==> src/rtl/bank_pkg.sv <==
package bank_pkg;
  localparam int ADDR_W = 16;
  localparam int NUM_REGIONS = 11;

  typedef enum logic [3:0] {
    RG_PORT   = 4'd0,
    RG_RAM    = 4'd1,
    RG_BASIC  = 4'd2,
    RG_CHAR   = 4'd3,
    RG_KERNAL = 4'd4,
    RG_VIDEO  = 4'd5,
    RG_SOUND  = 4'd6,
    RG_COLOR  = 4'd7,
    RG_TIMER1 = 4'd8,
    RG_TIMER2 = 4'd9,
    RG_OPEN   = 4'd10
  } region_e;

  typedef struct packed {
    logic [NUM_REGIONS-1:0] region;
    logic rd;
    logic wr;
    logic dirWr;
    logic outWr;
    logic toggleStep;
  } strobe_t;
endpackage

==> src/rtl/bank_ctrl.sv <==
module bank_ctrl
  import bank_pkg::*;
(
  input  logic                   clk,
  input  logic                   rstN,
  input  logic [ADDR_W-1:0]      addr,
  input  logic                   rdEn,
  input  logic                   wrEn,
  input  logic [2:0]             effMap,
  output bank_pkg::strobe_t      strobes,
  output logic [NUM_REGIONS-1:0] regionSel,
  output logic                   ramCs,
  output logic                   basicCs,
  output logic                   kernalCs,
  output logic                   charCs,
  output logic                   videoCs,
  output logic                   soundCs,
  output logic                   colorCs,
  output logic                   timer1Cs,
  output logic                   timer2Cs
);
  localparam int DEV_FIRST = int'(RG_VIDEO);
  localparam int DEV_LAST  = int'(RG_TIMER2);
  localparam int NUM_DEV   = DEV_LAST - DEV_FIRST + 1;

  region_e regionNow;
  logic [3:0] window;
  logic [3:0] subWindow;
  logic romLoLive;
  logic ioOrCharLive;
  logic access;
  logic isRd;
  logic isWr;
  logic romWindow;
  logic [NUM_DEV-1:0] devCs;

  assign window    = addr[ADDR_W-1 -: 4];
  assign subWindow = addr[11:8];
  assign romLoLive    = (effMap[1:0] == 2'b11);
  assign ioOrCharLive = (effMap[1:0] != 2'b00);
  assign isWr   = wrEn;
  assign isRd   = rdEn & ~wrEn;
  assign access = isWr | isRd;

  always_comb begin
    regionNow = RG_RAM;
    if (addr[ADDR_W-1:1] == '0) begin
      regionNow = RG_PORT;
    end else begin
      unique case (window)
        4'hA, 4'hB: regionNow = romLoLive ? RG_BASIC : RG_RAM;
        4'hE, 4'hF: regionNow = effMap[1] ? RG_KERNAL : RG_RAM;
        4'hD: begin
          if (!ioOrCharLive)      regionNow = RG_RAM;
          else if (!effMap[2])    regionNow = RG_CHAR;
          else begin
            unique case (subWindow)
              4'h0, 4'h1, 4'h2, 4'h3: regionNow = RG_VIDEO;
              4'h4, 4'h5, 4'h6, 4'h7: regionNow = RG_SOUND;
              4'h8, 4'h9, 4'hA, 4'hB: regionNow = RG_COLOR;
              4'hC:                   regionNow = RG_TIMER1;
              4'hD:                   regionNow = RG_TIMER2;
              default:                regionNow = RG_OPEN;
            endcase
          end
        end
        default: regionNow = RG_RAM;
      endcase
    end
  end

  always_comb begin
    regionSel = '0;
    regionSel[regionNow] = 1'b1;
  end

  assign romWindow = regionSel[RG_BASIC] | regionSel[RG_CHAR] | regionSel[RG_KERNAL];

  assign ramCs    = access & (regionSel[RG_RAM] | (isWr & romWindow));
  assign basicCs  = isRd & regionSel[RG_BASIC];
  assign kernalCs = isRd & regionSel[RG_KERNAL];
  assign charCs   = isRd & regionSel[RG_CHAR];

  generate
    for (genvar d = 0; d < NUM_DEV; d++) begin : g_devCs
      assign devCs[d] = access & regionSel[DEV_FIRST + d];
    end
  endgenerate

  assign videoCs  = devCs[int'(RG_VIDEO)  - DEV_FIRST];
  assign soundCs  = devCs[int'(RG_SOUND)  - DEV_FIRST];
  assign colorCs  = devCs[int'(RG_COLOR)  - DEV_FIRST];
  assign timer1Cs = devCs[int'(RG_TIMER1) - DEV_FIRST];
  assign timer2Cs = devCs[int'(RG_TIMER2) - DEV_FIRST];

  always_comb begin
    strobes            = '0;
    strobes.region     = regionSel;
    strobes.rd         = isRd;
    strobes.wr         = isWr;
    strobes.dirWr      = isWr & regionSel[RG_PORT] & ~addr[0];
    strobes.outWr      = isWr & regionSel[RG_PORT] &  addr[0];
    strobes.toggleStep = isRd & regionSel[RG_OPEN] & (addr[11:0] == 12'hFFF);
  end

  assert_region_onehot_R12: assert property (@(posedge clk) disable iff (!rstN)
    $countones(regionSel) == 1);
  assert_basic_needs_map_R2: assert property (@(posedge clk) disable iff (!rstN)
    regionSel[RG_BASIC] |-> (effMap[1:0] == 2'b11 && addr[15:13] == 3'b101));
  assert_kernal_needs_map_R3: assert property (@(posedge clk) disable iff (!rstN)
    regionSel[RG_KERNAL] |-> (effMap[1] && addr[15:13] == 3'b111));
  assert_char_needs_map_R4: assert property (@(posedge clk) disable iff (!rstN)
    regionSel[RG_CHAR] |-> (!effMap[2] && effMap[1:0] != 2'b00));
  assert_rom_write_to_ram_R6: assert property (@(posedge clk) disable iff (!rstN)
    wrEn |-> !(basicCs || kernalCs || charCs));
  assert_low_ram_R5: assert property (@(posedge clk) disable iff (!rstN)
    (addr >= 16'h0002 && addr < 16'hA000) |-> regionSel[RG_RAM]);
endmodule

==> src/rtl/bank_datapath.sv <==
module bank_datapath
  import bank_pkg::*;
#(
  parameter int          DATA_W      = 8,
  parameter int          COLOR_W     = 4,
  parameter logic [7:0]  TOGGLE_INIT = 8'h55,
  parameter logic [7:0]  PIN_PULL    = 8'h17
)(
  input  logic                   clk,
  input  logic                   rstN,
  input  logic [ADDR_W-1:0]      addr,
  input  logic [DATA_W-1:0]      wrData,
  input  bank_pkg::strobe_t      strobes,
  input  logic [DATA_W-1:0]      ramRdData,
  input  logic [DATA_W-1:0]      basicRdData,
  input  logic [DATA_W-1:0]      kernalRdData,
  input  logic [DATA_W-1:0]      charRdData,
  input  logic [DATA_W-1:0]      videoRdData,
  input  logic [DATA_W-1:0]      soundRdData,
  input  logic [COLOR_W-1:0]     colorRdData,
  input  logic [DATA_W-1:0]      timer1RdData,
  input  logic [DATA_W-1:0]      timer2RdData,
  input  logic [DATA_W-1:0]      floatData,
  output logic [2:0]             effMap,
  output logic [12:0]            romOffset,
  output logic [5:0]             devOffset,
  output logic [9:0]             colorOffset,
  output logic [COLOR_W-1:0]     colorWrData,
  output logic [DATA_W-1:0]      rdData
);
  localparam logic [5:0] VIDEO_MASK = 6'h3F;
  localparam logic [5:0] SOUND_MASK = 6'h1F;
  localparam logic [5:0] TIMER_MASK = 6'h0F;
  localparam logic [DATA_W-1:0] PULL_W = DATA_W'(PIN_PULL);

  logic [DATA_W-1:0] dirQ, outQ, toggleQ;
  logic [DATA_W-1:0] effFull;
  logic [DATA_W-1:0] portPins;

  always_ff @(posedge clk) begin
    if (!rstN) begin
      dirQ    <= '0;
      outQ    <= '0;
      toggleQ <= DATA_W'(TOGGLE_INIT);
    end else begin
      if (strobes.dirWr)      dirQ    <= wrData;
      if (strobes.outWr)      outQ    <= wrData;
      if (strobes.toggleStep) toggleQ <= ~toggleQ;
    end
  end

  assign effFull  = ~dirQ | outQ;
  assign effMap   = effFull[2:0];
  assign portPins = (dirQ & outQ) | (~dirQ & PULL_W);

  always_comb begin
    romOffset = '0;
    if (strobes.region[RG_BASIC] || strobes.region[RG_KERNAL]) romOffset = addr[12:0];
    else if (strobes.region[RG_CHAR])                           romOffset = {1'b0, addr[11:0]};
  end

  always_comb begin
    devOffset = '0;
    if (strobes.region[RG_VIDEO])                                    devOffset = addr[5:0] & VIDEO_MASK;
    else if (strobes.region[RG_SOUND])                               devOffset = addr[5:0] & SOUND_MASK;
    else if (strobes.region[RG_TIMER1] || strobes.region[RG_TIMER2]) devOffset = addr[5:0] & TIMER_MASK;
  end

  assign colorOffset = strobes.region[RG_COLOR] ? addr[9:0] : '0;
  assign colorWrData = wrData[COLOR_W-1:0];

  always_comb begin
    rdData = '0;
    if (strobes.rd) begin
      unique case (1'b1)
        strobes.region[RG_PORT]:   rdData = addr[0] ? portPins : dirQ;
        strobes.region[RG_RAM]:    rdData = ramRdData;
        strobes.region[RG_BASIC]:  rdData = basicRdData;
        strobes.region[RG_CHAR]:   rdData = charRdData;
        strobes.region[RG_KERNAL]: rdData = kernalRdData;
        strobes.region[RG_VIDEO]:  rdData = videoRdData;
        strobes.region[RG_SOUND]:  rdData = soundRdData;
        strobes.region[RG_COLOR]:  rdData = {floatData[DATA_W-1:COLOR_W], colorRdData};
        strobes.region[RG_TIMER1]: rdData = timer1RdData;
        strobes.region[RG_TIMER2]: rdData = timer2RdData;
        strobes.region[RG_OPEN]:   rdData = strobes.toggleStep ? ~toggleQ : floatData;
        default:                   rdData = '0;
      endcase
    end
  end

  assert_reset_clears_port_R1: assert property (@(posedge clk) disable iff (!rstN)
    $rose(rstN) |-> (dirQ == '0 && outQ == '0 && effMap == 3'b111));
  assert_toggle_flips_R9: assert property (@(posedge clk) disable iff (!rstN)
    strobes.toggleStep |=> (toggleQ == ~$past(toggleQ)));
  assert_toggle_holds_R9: assert property (@(posedge clk) disable iff (!rstN)
    !strobes.toggleStep |=> $stable(toggleQ));
  assert_port_write_lands_R11: assert property (@(posedge clk) disable iff (!rstN)
    strobes.outWr |=> (outQ == $past(wrData)));
  assert_idle_bus_zero_R12: assert property (@(posedge clk) disable iff (!rstN)
    !strobes.rd |-> (rdData == '0));
endmodule

==> src/rtl/port_bank_decoder.sv <==
module port_bank_decoder
  import bank_pkg::*;
#(
  parameter int          DATA_W      = 8,
  parameter int          COLOR_W     = 4,
  parameter logic [7:0]  TOGGLE_INIT = 8'h55,
  parameter logic [7:0]  PIN_PULL    = 8'h17
)(
  input  logic                   clk,
  input  logic                   rstN,
  input  logic [15:0]            addr,
  input  logic [DATA_W-1:0]      wrData,
  input  logic                   rdEn,
  input  logic                   wrEn,
  input  logic [DATA_W-1:0]      ramRdData,
  input  logic [DATA_W-1:0]      basicRdData,
  input  logic [DATA_W-1:0]      kernalRdData,
  input  logic [DATA_W-1:0]      charRdData,
  input  logic [DATA_W-1:0]      videoRdData,
  input  logic [DATA_W-1:0]      soundRdData,
  input  logic [COLOR_W-1:0]     colorRdData,
  input  logic [DATA_W-1:0]      timer1RdData,
  input  logic [DATA_W-1:0]      timer2RdData,
  input  logic [DATA_W-1:0]      floatData,
  output logic [10:0]            regionSel,
  output logic                   ramCs,
  output logic                   basicCs,
  output logic                   kernalCs,
  output logic                   charCs,
  output logic                   videoCs,
  output logic                   soundCs,
  output logic                   colorCs,
  output logic                   timer1Cs,
  output logic                   timer2Cs,
  output logic [12:0]            romOffset,
  output logic [5:0]             devOffset,
  output logic [9:0]             colorOffset,
  output logic [COLOR_W-1:0]     colorWrData,
  output logic [DATA_W-1:0]      rdData
);
  strobe_t    strobes;
  logic [2:0] effMap;

  bank_ctrl u_ctrl (
    .clk(clk), .rstN(rstN), .addr(addr), .rdEn(rdEn), .wrEn(wrEn),
    .effMap(effMap), .strobes(strobes), .regionSel(regionSel),
    .ramCs(ramCs), .basicCs(basicCs), .kernalCs(kernalCs), .charCs(charCs),
    .videoCs(videoCs), .soundCs(soundCs), .colorCs(colorCs),
    .timer1Cs(timer1Cs), .timer2Cs(timer2Cs)
  );

  bank_datapath #(
    .DATA_W(DATA_W), .COLOR_W(COLOR_W),
    .TOGGLE_INIT(TOGGLE_INIT), .PIN_PULL(PIN_PULL)
  ) u_dp (
    .clk(clk), .rstN(rstN), .addr(addr), .wrData(wrData), .strobes(strobes),
    .ramRdData(ramRdData), .basicRdData(basicRdData), .kernalRdData(kernalRdData),
    .charRdData(charRdData), .videoRdData(videoRdData), .soundRdData(soundRdData),
    .colorRdData(colorRdData), .timer1RdData(timer1RdData), .timer2RdData(timer2RdData),
    .floatData(floatData), .effMap(effMap), .romOffset(romOffset),
    .devOffset(devOffset), .colorOffset(colorOffset), .colorWrData(colorWrData),
    .rdData(rdData)
  );
endmodule

==> config.mk <==
export PLATFORM = sky130hd
export DESIGN_NAME = port_bank_decoder
export DESIGN_NICKNAME = d
export VERILOG_FILES = /design/src/rtl/bank_pkg.sv /design/src/rtl/bank_ctrl.sv /design/src/rtl/bank_datapath.sv /design/src/rtl/port_bank_decoder.sv
export SDC_FILE = /design/constraint.sdc
export NUM_CORES = 1
export LEC_CHECK = 0
export ABC_CLOCK_PERIOD_IN_PS = 2800
export BUFFER_PORTS_ARGS = -buffer_cell sky130_fd_sc_hd__clkbuf_2
export CAP_MARGIN = 0
export CELL_PAD_IN_SITES_DETAIL_PLACEMENT = 1
export CELL_PAD_IN_SITES_GLOBAL_PLACEMENT = 1
export CORE_MARGIN = 2
export CORE_UTILIZATION = 25
export DETAILED_ROUTE_END_ITERATION = 8
export PLACE_DENSITY = 0.79
export SETUP_SLACK_MARGIN = 0.05
export SYNTH_ARGS = -nofsm -noshare
export SYNTH_HDL_FRONTEND = slang
export SYNTH_SLANG_ARGS = --single-unit
==> constraint.sdc <==
create_clock -name clk -period 2.8 [get_ports clk]
set_input_delay 0.56 -clock clk [delete_from_list [all_inputs] [get_ports clk]]
set_output_delay 0.56 -clock clk [all_outputs]
set_load 0.01 [all_outputs]
# Word-level counts from Yosys, hierarchy flattened
# Memory sizes are Yosys's and may differ from the RTL's.
# Index checks and enable logic that the tools add are counted.
classes:
  n_reduce_logical: 7
  shifts: 0
  mux: 18
  bitwise: 27
  div: 0
  n_addsub: 0
  mul: 0
  order_cmp: 2
  eq_ne: 7
ops:
  columns: ["op", "count"]
  rows:
  - ["$pmux 8 s11", 1]
  - ["$mux 8", 3]
  - ["$eq 4x4->1 const B", 5]
  - ["$and 1x1->1", 16]
  - ["$mux 4", 4]
  - ["$logic_not 15->1", 1]
  - ["$mux 13", 1]
  - ["$eq 12x12->1 const B", 1]
  - ["$mux 12", 1]
  - ["$pmux 4 s3", 1]
  - ["$mux 10", 1]
  - ["$and 8x8->8", 1]
  - ["$not 8->8", 1]
  - ["$or 8x5->8", 1]
  - ["$mux 6", 1]
  - ["$lt 4x5->1 const B", 1]
  - ["$mux 5", 1]
  - ["$not 5->5", 1]
  - ["$demux 1 s4", 1]
  - ["$ge 4x1->1 const B", 1]
  - ["$or 1x1->1", 4]
  - ["$reduce_or 2->1", 2]
  - ["$mux 3", 1]
  - ["$or 3x3->3", 1]
  - ["7 further kinds", 9]
totals:
  romBits: 64
  output_inout_bits: 61
  latch_bits: 0
  reg_bits: 24
  input_bits: 104
  mem_count: 1
  mem_bits_rw: 0
mem_list:
  columns: ["name", "depth", "word_bits", "rd", "rd_ports_with_merged_regs", "write_ports", "line", "text"]
  rows:
  - ["(name not given)", 16, 4, 1, 0, 0, "bank_ctrl.sv:57", "unique case (subWindow)"]

# Logic depth before layout (Yosys ltp)
depth:
  ltp_word: 15
  depth_mapped: 10
  depth_no_buf: 7

# Modules after synthesis
# Synthesis repeated with hierarchy kept, for this count alone.
unflattened:
  hier_cells: 288
  area_unflattened_um2: 2411.1
modules_own_cells:
  columns: ["module", "cells_each", "seq_area_each_um2", "area_each_um2", "n_inst"]
  rows:
  - ["bank_datapath", 219, 480.5, 1944.4, 1]
  - ["bank_ctrl", 69, 0.0, 466.7, 1]

# Worst setup path before layout
# No wires, ideal clock.
synth_timing:
  path_kind: "input -> output"
  start: "input port addr[11]"
  end: "output port rdData[4]"
  path_buffers: 0
  path_slack_ns: -0.080
  cell_stages: 6
  t_arrival_ns: 2.320
  cell_sequence: "or4_1 or4_4 nand2_1 mux2_2 a32oi_1 o21ai_1"
synth_via:
  elab_chain_cells: 14
  elab_cells_between_ends: 17
synth_rtl:
  columns: ["element", "line", "text"]
  rows:
  - ["from (decl)", "port_bank_decoder.sv:11", "input logic [15:0] addr,"]
  - ["$mem_v2 16x4", null, null]
  - ["$mux 4", "bank_ctrl.sv:55", "else if (!effMap[2]) regionNow = RG_CHAR;"]
  - ["$mux 4", "bank_ctrl.sv:54", "if (!ioOrCharLive) regionNow = RG_RAM;"]
  - ["$pmux 4 s3", "bank_ctrl.sv:50", "unique case (window)"]
  - ["$mux 4", "bank_ctrl.sv:47", "if (addr[ADDR_W-1:1] == '0) begin"]
  - ["$lt 4x5->1 (implied by the code) / $ge 4x1->1 (equally long branches)", "bank_ctrl.sv:74", "regionSel[regionNow] = 1'b1;"]
  - ["$logic_and 1x1->1 (implied by the code)", "bank_ctrl.sv:74", null]
  - ["$mux 1 (implied by the code)", "bank_ctrl.sv:74", null]
  - ["$demux 1 s4", null, null]
  - ["$and 1x1->1 (2 in series)", "bank_ctrl.sv:103", "strobes.toggleStep = isRd & regionSel[RG_OPEN] & (addr[11:0] == 12'hFFF);"]
  - ["$mux 8", "bank_datapath.sv:86", "strobes.region[RG_OPEN]: rdData = strobes.toggleStep ? ~toggleQ : floatData;"]
  - ["$pmux 8 s11 *", "bank_datapath.sv:75", "unique case (1'b1)"]
  - ["$mux 8 *", "bank_datapath.sv:74", "if (strobes.rd) begin"]
  - ["to (decl)", "port_bank_decoder.sv:39", "output logic [DATA_W-1:0] rdData"]
# Every way passes the cells marked *; elsewhere a longest branch is shown, timed or not.

# Worst setup path after layout
layout_timing:
  start: "input port addr[11]"
  end: "output port rdData[7]"
# Same word-level chain as after synthesis.

==> results.ini <==
[drt]
drtIter0Drc = 84
drcViolationCount = 0
via_count = 3231
routed_wl_um = 12500
first_pass_iters = 4
wl_per_cell_um = 19.9
ant_nets = 0
routed_via_density = 5.15

[floorplan]
fp.coreArea_um2 = 9150
ios = 165
dieArea_um2 = 10100
die-height_um = 101
die_w_um = 101
rows = 35
start_util = 0.255

[sta]
slew_headroom = 0.619
period_needed_ns = 3.21
finClkSkew_ns = 0.0112
fmax_ghz = 0.312
tightest_slew_ns = 0.571
hold_viol = 0
period_share = 1.15
setup_viol = 35
slew_viol_final = 0
fin_ws_ns = -0.409
rsz0062_at_grt = true

[finish]
drive_gt1_frac = 0.616
layout.nets = 621
n_fill_cell = 1123
fin_util = 0.473
diodes = 0
multi_input_area_um2 = 1980
stdcell_area_um2 = 4330
ff_latch_area_um2 = 482
synthToLayoutAreaGrowth_pct = 85.4

[logic_synthesis]
muxShareOfSynthArea = 0.101
ys_ff_latch = 24
syn-num-nets = 402
ys_types = 55
synth_top_family_by_area = simple AND/OR/NAND/NOR gates
syn_inst = 298
synth_xor_area_frac = 0.0337
synthAdderAreaFrac = 0
avgSynthCellArea_um2 = 7.84
ys_seq_area_frac = 0.206
synthSimpleGateAreaFrac = 0.329
synth_top_area_cell = dfxtp_1
async_reset_ff_frac = 0
synth-warning-count = 0
yosys-top-cells-count = nor2b_1, dfxtp_1, and2_1
netlist_area_um2 = 2340
yosysTopAreaCellShare = 0.206
synth_ff_type = dfxtp_1
synth_compound_area_frac = 0.234
synthTopCellsByArea = dfxtp_1, nor2b_1, mux2i_1
yosysMostFrequentCell = nor2b_1
synth-edff-count = 0

[worst_setup_path]
end_kind = output pin
critical_path_class = in -> out
critPathMaxStageDelay_ns = 0.51
critical_path.slowest_cell = or4_4
startpoint_type = primary input
r2r_setup_slack_ns = 0.86
crit_chain = buf_6 -> or4_4 -> or4_4 -> nand2_2 -> mux2_2 -> a32oi_1 -> o21ai_1 -> clkbuf_2
cp.required_ns = 2.24
crit_fanout = 5
path_common_cell = or4_4
r2r_start = u_dp.outQ[1]$_SDFFE_PN0P_
cp_top_family = simple AND/OR/NAND/NOR gates
r2r-end = u_dp.toggleQ[5]$_SDFFE_PN0P_
r2r_cells = 7
crit_buf_inv = 2
cp.arrival_ns = 2.65

[clock_tree]
cts.htree.levels = 1
cts_hold_buf = 0
clk_latency_ns = 0.27
cts.sinks = 24
cts_tree = yes
clockBufferDepth = 2
cts_buffers = 3
cts_root_buf = clkbuf_8
clk_pin_slew_worst_paths_ns = 0.08

[power_and_ir_drop]
p_total_mw = 1.09
ir_drop_mv = 0.198
powerDensity_nw_per_um2 = 252
p_leak_nw = 2.07

[placed_design]
gp_congestion = 0.894
placed_area_um2 = 3580
dpl.hpwl_um = 9140
portBuffers = 164

[global_route]
grt_max_degree = 25
antenna_found_initial = 0
overflow = 0
grtUsageTotal = 0.210
grt_pass1_wl_um = 16700
grt_pass1_vias = 3208

[status]
violations = setup timing
status = complete, but fails checks

[run]
cap_violations = 0

[worst_hold_path]
holdPathEnd = u_dp.toggleQ[2]$_SDFFE_PN1P_
min_from = u_dp.toggleQ[2]$_SDFFE_PN1P_
hold_class = reg -> reg
whs_path_depth = 2

cell usage in the layout (no fill, tap or decap), types with 4 or more instances in the layout:
cell and n:
buf_6 28, nand2_1 16, a221oi_1 4, nor2_4 5
nand2_2 4, and2_1 19, clkbuf_2 136, mux2_2 5
inv_1 5, dfxtp_1 23, nor2_1 10, buf_4 58
xnor2_1 4, mux2i_1 18, o21ai_0 12, nand4_1 4
nor2b_4 5, nor2b_1 28, a22oi_1 15, o211ai_1 4
xor2_1 4, a21o_1 4, buf_2 17
state kept, by name, summed over array words and instances, names as in the netlist:
signal,flops
u_dp.dirQ,8
u_dp.outQ,8
u_dp.toggleQ,8
how the worst max path moves through the flow:
stage	cells past startpoint	endpoint	from	slack, ns
2_1_floorplan	6	rdData[4]	addr[11]	-0.06
3_3_place_gp	9	rdData[6]	addr[12]	-0.36
3_5_place_dp	10	rdData[3]	addr[11]	-0.42
4_1_cts	8	rdData[6]	addr[11]	-0.32
5_1_grt	8	rdData[7]	addr[11]	-0.47
6_report	8	rdData[7]	addr[11]	-0.41
layer usage:
metal,track usage,wire [µm],vias up
li1,-,-,1511
met1,0.248,4860,1556
met2,0.407,6550,142
met3,0.0243,763,22
met4,0.0327,275,0
met5,0,0,-
worst reg2reg max path, cell delays in order (launching register included):
cell	delay, ns
dfxtp_1	0.40
and4bb_4	0.25
buf_4	0.15
nor4_4	0.33
nand2_2	0.19
buf_4	0.23
xnor2_1	0.14
and2_1	0.15
power by group:
group / internal (mW) / total, mW / switching [mW]
Combinational: 0.229 / 0.450 / 0.220
Sequential: 0.341 / 0.341 / 0.00000153
Clock: 0.191 / 0.300 / 0.109
layout make-up:
class / instances / area share
multi-input combinational: 236 / 0.457
clock buffer: 3 / 0.00953
sequential: 24 / 0.111
clock inverter: 1 / 0.00693
tap: 111 / 0.0321
inverter: 7 / 0.00693
timing repair buffer: 245 / 0.377
timing repair:
item / 4_1_cts / 5_1_grt
setup buffers: 7 / 12
resized for setup: 35 / 93
cloned: 0 / 3
pin swaps: 12 / 20
endpoints found under the setup margin: 46 / 51
cell families (layout without fill, tap and decap cells):
group | count (synthesis) | in the layout
AO/OA/AOI/OAI | 76 | 76
buffers and inverters | 38 | 256
multiplexers | 23 | 23
AND/OR/NAND/NOR | 128 | 128
flip-flops | 24 | 24
XOR/XNOR | 9 | 9
metrics by stage:
step / setup WS [ns] / instances / hold WS [ns] / setup TNS (ns)
after detailed placement: -0.419 / 602 / 0.490 / -10.83
after global routing: -0.468 / 627 / 0.544 / -7.40
final: -0.409 / 627 / 0.516 / -4.80
after CTS: -0.321 / 613 / 0.521 / -3.84
after floorplan: -0.0619 / 298 / 0.455 / -0.206
after global placement: -0.364 / 602 / 0.472 / -7.92
No activity file was read; power rests on OpenSTA's default activity.
